## config.mk

```make
export PLATFORM = sky130hd
export DESIGN_NAME = gpio_bank
export DESIGN_NICKNAME = d
export VERILOG_FILES = /design/src/rtl/gpio_bank.sv
export SDC_FILE = /design/constraint.sdc
export NUM_CORES = 1
export LEC_CHECK = 0
export BUFFER_PORTS_ARGS = -buffer_cell sky130_fd_sc_hd__clkbuf_2
export CORE_ASPECT_RATIO = 1.25
export CORE_MARGIN = 2
export CORE_UTILIZATION = 50
export DETAILED_ROUTE_END_ITERATION = 8
export PLACE_DENSITY = 0.72
export SYNTH_ARGS = -nofsm -noshare
export SYNTH_HDL_FRONTEND = slang
export SYNTH_SLANG_ARGS = --single-unit
```

## constraint.sdc

```tcl
create_clock -name clk -period 1.95 [get_ports clk]
set_input_delay 0.2925 -clock clk [delete_from_list [all_inputs] [get_ports clk]]
set_output_delay 0.2925 -clock clk [all_outputs]
set_load 0.05 [all_outputs]
```

## src/rtl/gpio_bank.sv

```systemverilog
module gpio_edge_det (
  input  logic clk,
  input  logic rst_n,
  input  logic lvl,
  input  logic act,
  input  logic edge_mode,
  input  logic pol,
  input  logic both,
  input  logic clr,
  output logic stat
);
  logic prev, latched, hit;

  assign hit = both ? (lvl ^ prev) : (pol ? (prev & ~lvl) : (lvl & ~prev));

  always_ff @(posedge clk or negedge rst_n) begin
    if (!rst_n) begin
      prev    <= 1'b0;
      latched <= 1'b0;
    end else begin
      prev <= lvl;
      if (!act || !edge_mode) latched <= 1'b0;
      else if (hit)           latched <= 1'b1;
      else if (clr)           latched <= 1'b0;
    end
  end

  assign stat = act & (edge_mode ? latched : (lvl ^ pol));

  p_set_wins_r9: assert property (@(posedge clk) disable iff (!rst_n)
    (act && edge_mode && hit) |=> latched);
  p_clear_r9: assert property (@(posedge clk) disable iff (!rst_n)
    (act && edge_mode && clr && !hit) |=> !latched);
  p_idle_r10: assert property (@(posedge clk) disable iff (!rst_n)
    !act |-> !stat);
endmodule

module gpio_bank #(
  parameter int NPINS = 32
) (
  input  logic        clk,
  input  logic        rst_n,
  input  logic        wr_en,
  input  logic        rd_en,
  input  logic [4:0]  addr,
  input  logic [31:0] wdata,
  output logic [31:0] rdata,
  input  logic [31:0] pin_in,
  output logic [31:0] pin_out,
  output logic [31:0] pin_oe,
  output logic        irq
);
  localparam int NP = (NPINS < 1 || NPINS > 32) ? 32 : NPINS;
  localparam logic [31:0] VM = 32'((64'h1 << NP) - 64'h1);

  localparam logic [4:0] A_MODE = 5'd0, A_DIR = 5'd1, A_OUT = 5'd2, A_IN = 5'd3,
                         A_STAT = 5'd4, A_CLR = 5'd5, A_MASK = 5'd6, A_UNMASK = 5'd7,
                         A_POL = 5'd8, A_TRIG = 5'd9, A_PEND = 5'd11, A_BOTH = 5'd19;

  logic [31:0] mode_q, dir_q, out_q, pol_q, trig_q, both_q, en_q;
  logic [31:0] s1, s2, stat, clr_v, wd;

  assign wd = wdata & VM;

  always_ff @(posedge clk or negedge rst_n) begin
    if (!rst_n) begin
      mode_q <= '0; dir_q <= '0; out_q <= '0; pol_q <= '0;
      trig_q <= '0; both_q <= '0; en_q <= '0; s1 <= '0; s2 <= '0;
    end else begin
      s1 <= pin_in & VM;
      s2 <= s1;
      if (wr_en) begin
        case (addr)
          A_MODE:   mode_q <= wd;
          A_DIR:    dir_q  <= wd;
          A_OUT:    out_q  <= wd;
          A_POL:    pol_q  <= wd;
          A_TRIG:   trig_q <= wd;
          A_BOTH:   both_q <= wd;
          A_MASK:   en_q   <= en_q & wd;
          A_UNMASK: en_q   <= en_q | wd;
          default: ;
        endcase
      end
    end
  end

  assign clr_v = (wr_en && addr == A_CLR) ? wd : '0;

  for (genvar i = 0; i < 32; i++) begin : g_pin
    if (i < NP) begin : g_on
      gpio_edge_det u_det (
        .clk(clk), .rst_n(rst_n), .lvl(s2[i]), .act(mode_q[i]),
        .edge_mode(trig_q[i]), .pol(pol_q[i]), .both(both_q[i]),
        .clr(clr_v[i]), .stat(stat[i])
      );
    end else begin : g_off
      assign stat[i] = 1'b0;
    end
  end

  assign pin_out = out_q;
  assign pin_oe  = dir_q & ~mode_q;
  assign irq     = |(stat & en_q);

  always_comb begin
    rdata = '0;
    if (rd_en) begin
      case (addr)
        A_MODE: rdata = mode_q;
        A_DIR:  rdata = dir_q;
        A_OUT:  rdata = out_q;
        A_IN:   rdata = (out_q & pin_oe) | (s2 & ~pin_oe);
        A_STAT: rdata = stat;
        A_MASK: rdata = en_q;
        A_POL:  rdata = pol_q;
        A_TRIG: rdata = trig_q;
        A_BOTH: rdata = both_q;
        A_PEND: rdata = stat & en_q;
        default: rdata = '0;
      endcase
    end
  end

  p_oe_io_only_r3: assert property (@(posedge clk) disable iff (!rst_n)
    (pin_oe & mode_q) == '0);
  p_out_hold_r3: assert property (@(posedge clk) disable iff (!rst_n)
    !(wr_en && addr == A_OUT) |=> $stable(out_q));
  p_mask_only_clears_r5: assert property (@(posedge clk) disable iff (!rst_n)
    (wr_en && addr == A_MASK) |=> (en_q & ~$past(en_q)) == '0);
  p_unmask_sets_r5: assert property (@(posedge clk) disable iff (!rst_n)
    (wr_en && addr == A_UNMASK) |=> (en_q & $past(wd)) == $past(wd));
  p_no_irq_masked_r11: assert property (@(posedge clk) disable iff (!rst_n)
    (en_q == '0) |-> !irq);
  p_unused_pins_r12: assert property (@(posedge clk) disable iff (!rst_n)
    (pin_oe & ~VM) == '0);
endmodule

```

==> impl_metrics.json <==
{
  "swShare_pct": 32.33,
  "critPathRequiredTime_ns": 1.66,
  "fp.coreArea_sq_mm": 0.03526,
  "cap_viol_max_count": 0,
  "design_area_sq_mm": 0.02632,
  "cp_max_fo": 2,
  "peakVddDrop_mv": 0.9344,
  "synth_edf_count": 0,
  "setup_viol": 33,
  "synthDistinctLibCells": 70,
  "p_seq_share_pct": 39.8,
  "syn_area_per_cell_sq_um": 11.10,
  "via_count": 16160,
  "cts_buffers": 38,
  "p_per_area_mw_per_mm2": 879.9,
  "critPathCaptureType": "output pin",
  "synthTopCellsByCount": "dfrtp_1 (352), mux2_2 (154), a21oi_1 (127)",
  "ant_nets": 0,
  "clk-insertion-delay-late_ns": 0.54,
  "path_clk_slew_ns": 0.06,
  "dp_worst_setup_slack_ns": -0.7165,
  "synth_area_leader_cell": "dfrtp_1",
  "hold_path_class": "in2reg",
  "grtUsageTotal_pct": 33.07,
  "io_buffers": 169,
  "p_total_mw": 23.15,
  "power_frac_comb_pct": 28.3,
  "outcome": "finished, violations left",
  "setup_slack_ns": -0.9753,
  "final_util_pct": 74.63,
  "cts-root-buf": "clkbuf_16",
  "power_leakage_nw": 12.30,
  "antenna_found_initial": 1,
  "async_flop_share_pct": 100.0,
  "layout-drive-gt1-share_pct": 46.19,
  "tns_ns": -14.48,
  "cp.arrival_ns": 2.63,
  "synthCells": 1609,
  "skew_ns": 0.01089,
  "drt-total-wl_mm": 62.93,
  "std_cell_rows": 77,
  "worst_pin_slew_ns": 0.5214,
  "die_x_microns": 173.1,
  "die_area_sq_mm": 0.03726,
  "crit_type": "reg2out",
  "ys_ff_latch": 352,
  "place_area_sq_mm": 0.02323,
  "n_fill_cell": 2241,
  "violations": "negative setup slack",
  "startpoint_type": "flip-flop",
  "hold_viol": 0,
  "layout.nets": 2326,
  "synthToLayoutAreaGrowth_pct": 47.32,
  "pwr-share-clk_pct": 31.9,
  "cts.sinks": 352,
  "post-dp-hpwl_mm": 42.20,
  "grt_max_degree": 72,
  "period_share_pct": 150.0,
  "slew_viol_final": 0,
  "maxSlewHeadroom_pct": 65.24,
  "ys_warn_count": 0,
  "grt_pass1_vias": 16920,
  "yosysMostFrequentCell": "dfrtp_1",
  "gp_congestion": 0.9729,
  "drtPass1Iterations": 6,
  "clk_path_buf_depth": 3,
  "grt-ovfl-total": 0,
  "rsz0062_at_grt": "true",
  "yosysSeqAreaShare_pct": 49.31,
  "drc": 0,
  "synth_nets": 1746,
  "synth_area_sq_mm": 0.01786,
  "die_y_microns": 215.3,
  "wl_per_cell_microns": 23.38,
  "drtIter0Drc": 1359,
  "viasPerCell": 6.005,
  "grt_pass1_wl_mm": 95.54,
  "power.switching_mw": 7.485,
  "cts_tree": "yes",
  "synth_area_leaders": "dfrtp_1 (49%), mux2_2 (9.7%), ha_1 (4.5%)",
  "max_clock_freq_mhz": 341.8,
  "h-tree-depth": 2,
  "layout_min_cycle_time_ns": 2.925,
  "pin_count": 170,
  "initial_core_util_pct": 50.66,
  "p_int_mw": 15.67,
  "synth_top_area_share_pct": 49.31,
  "synth_top_flop_cell": "dfrtp_1"
}
## state kept, by name (all words and copies together) (netlist names)
| register | cells |
|---|---|
| both_q | 32 |
| dir_q | 32 |
| en_q | 32 |
| g_pin.g_on.u_det.latched | 32 |
| g_pin.g_on.u_det.prev | 32 |
| mode_q | 32 |
| pin_out | 32 |
| pol_q | 32 |
| s1 | 32 |
| s2 | 32 |
| trig_q | 32 |
## cells in the final DEF, fill, tap and decap left out, types with 10 or more instances in the layout
cell type	Yosys	layout
dlygate4sd3_1	0	33
mux2i_1	48	39
ha_1	64	64
o2111ai_2	0	11
nor2b_4	0	19
buf_8	0	10
o2111ai_1	35	23
a21oi_1	127	112
buf_12	0	65
mux2_2	154	154
a211oi_1	37	32
a21o_1	21	21
clkbuf_16	0	44
nor2b_1	60	33
o211ai_1	18	18
a22oi_1	18	11
xor2_1	29	28
o21ai_0	35	23
dfrtp_1	352	349
a22o_1	10	10
clkbuf_2	0	121
mux2_4	30	30
buf_6	4	50
nand2_1	107	102
a221oi_2	0	20
nor2_1	106	103
inv_1	79	76
buf_4	4	330
nand2b_1	35	31
a31oi_4	0	18
## area by class of cell
type                    instances  area, sq um  area share, %
inverters                      79        296.5          1.127
multi-input cells            1100         9744          37.03
well taps                     474        593.1          2.254
flip-flops and latches        352         8812          33.49
repair buffers                618         5597          21.27
clock buffers                  57         1166          4.431
diodes                          2        5.005        0.01902
clock inverters                 9        101.3         0.3851
## power by group through the flow
stage | registers, mW | clock network [mW] | logic, mW
2_1_floorplan | 9.61 | 0 | 2.75
3_5_place_dp | 9.22 | 0 | 5.73
4_1_cts | 9.15 | 7.46 | 6.29
5_1_grt | 9.32 | 7.76 | 6.93
6_report | 9.20 | 7.39 | 6.56
3_3_place_gp | 9.16 | 0 | 5.59
## metrics by stage
step                hold WS [ns]  std cells
global route              0.1230       2690
floorplan              -0.003091       1609
global placement          0.2528       2537
detailed placement        0.2507       2537
CTS                      0.09554       2669
finish                    0.1017       2691
## routing by layer
metal | GRT usage, % | share of wire, %
met1 | 40.06 | 37
met5 | 0 | 0
met3 | 5.874 | 8.0
met2 | 55.56 | 49
met4 | 19.07 | 6.0
## final timing paths
kind | start | end | slack [ns] | cells after the start
setup reg to reg | s2[13] | g_pin[13].g_on.u_det.latched | 0.35 | 7
hold / removal | wdata[17] | en_q[17] | 0.10 | 3
setup / recovery | s2[18] | irq | -0.98 | 8
max in group asynchronous | rst_n | s2[20] | 0.91 | 3
min in group asynchronous | rst_n | mode_q[0] | 0.27 | 2
hold reg to reg | s1[8] | s2[8] | 0.34 | 0
## repair_timing
item,CTS,global route
buffers inserted,37,23
hold buffers,33,0
resized for setup,169,73
cloned,2,1
hold endpoints to repair,65,0
pin swaps,76,41
endpoints found under the setup margin,34,38
## cells by family (layout without fill, tap and decap cells)
logic type / count (synthesis) / in the layout / share of synthesized area, %
buffers and inverters: 157 / 763 / 3.832
AOI/OAI and AO/OA: 400 / 400 / 15.19
DFF: 352 / 352 / 49.31
muxes: 241 / 241 / 15.49
other: 0 / 2 / 0
and+or+nand+nor: 363 / 363 / 10.12
adders and majority gates: 64 / 64 / 4.483
xor gates and xnor gates: 32 / 32 / 1.569
## critical path, cell delays in order (launching register included)
cell	delay (ns)
dfrtp_1	0.41
xor2_1	0.20
o2111ai_2	0.29
buf_4	0.19
o2111ai_4	0.13
nor4_2	0.28
buf_4	0.16
nand4_1	0.20
buf_8	0.23
No activity file was read; power rests on OpenSTA's default activity.
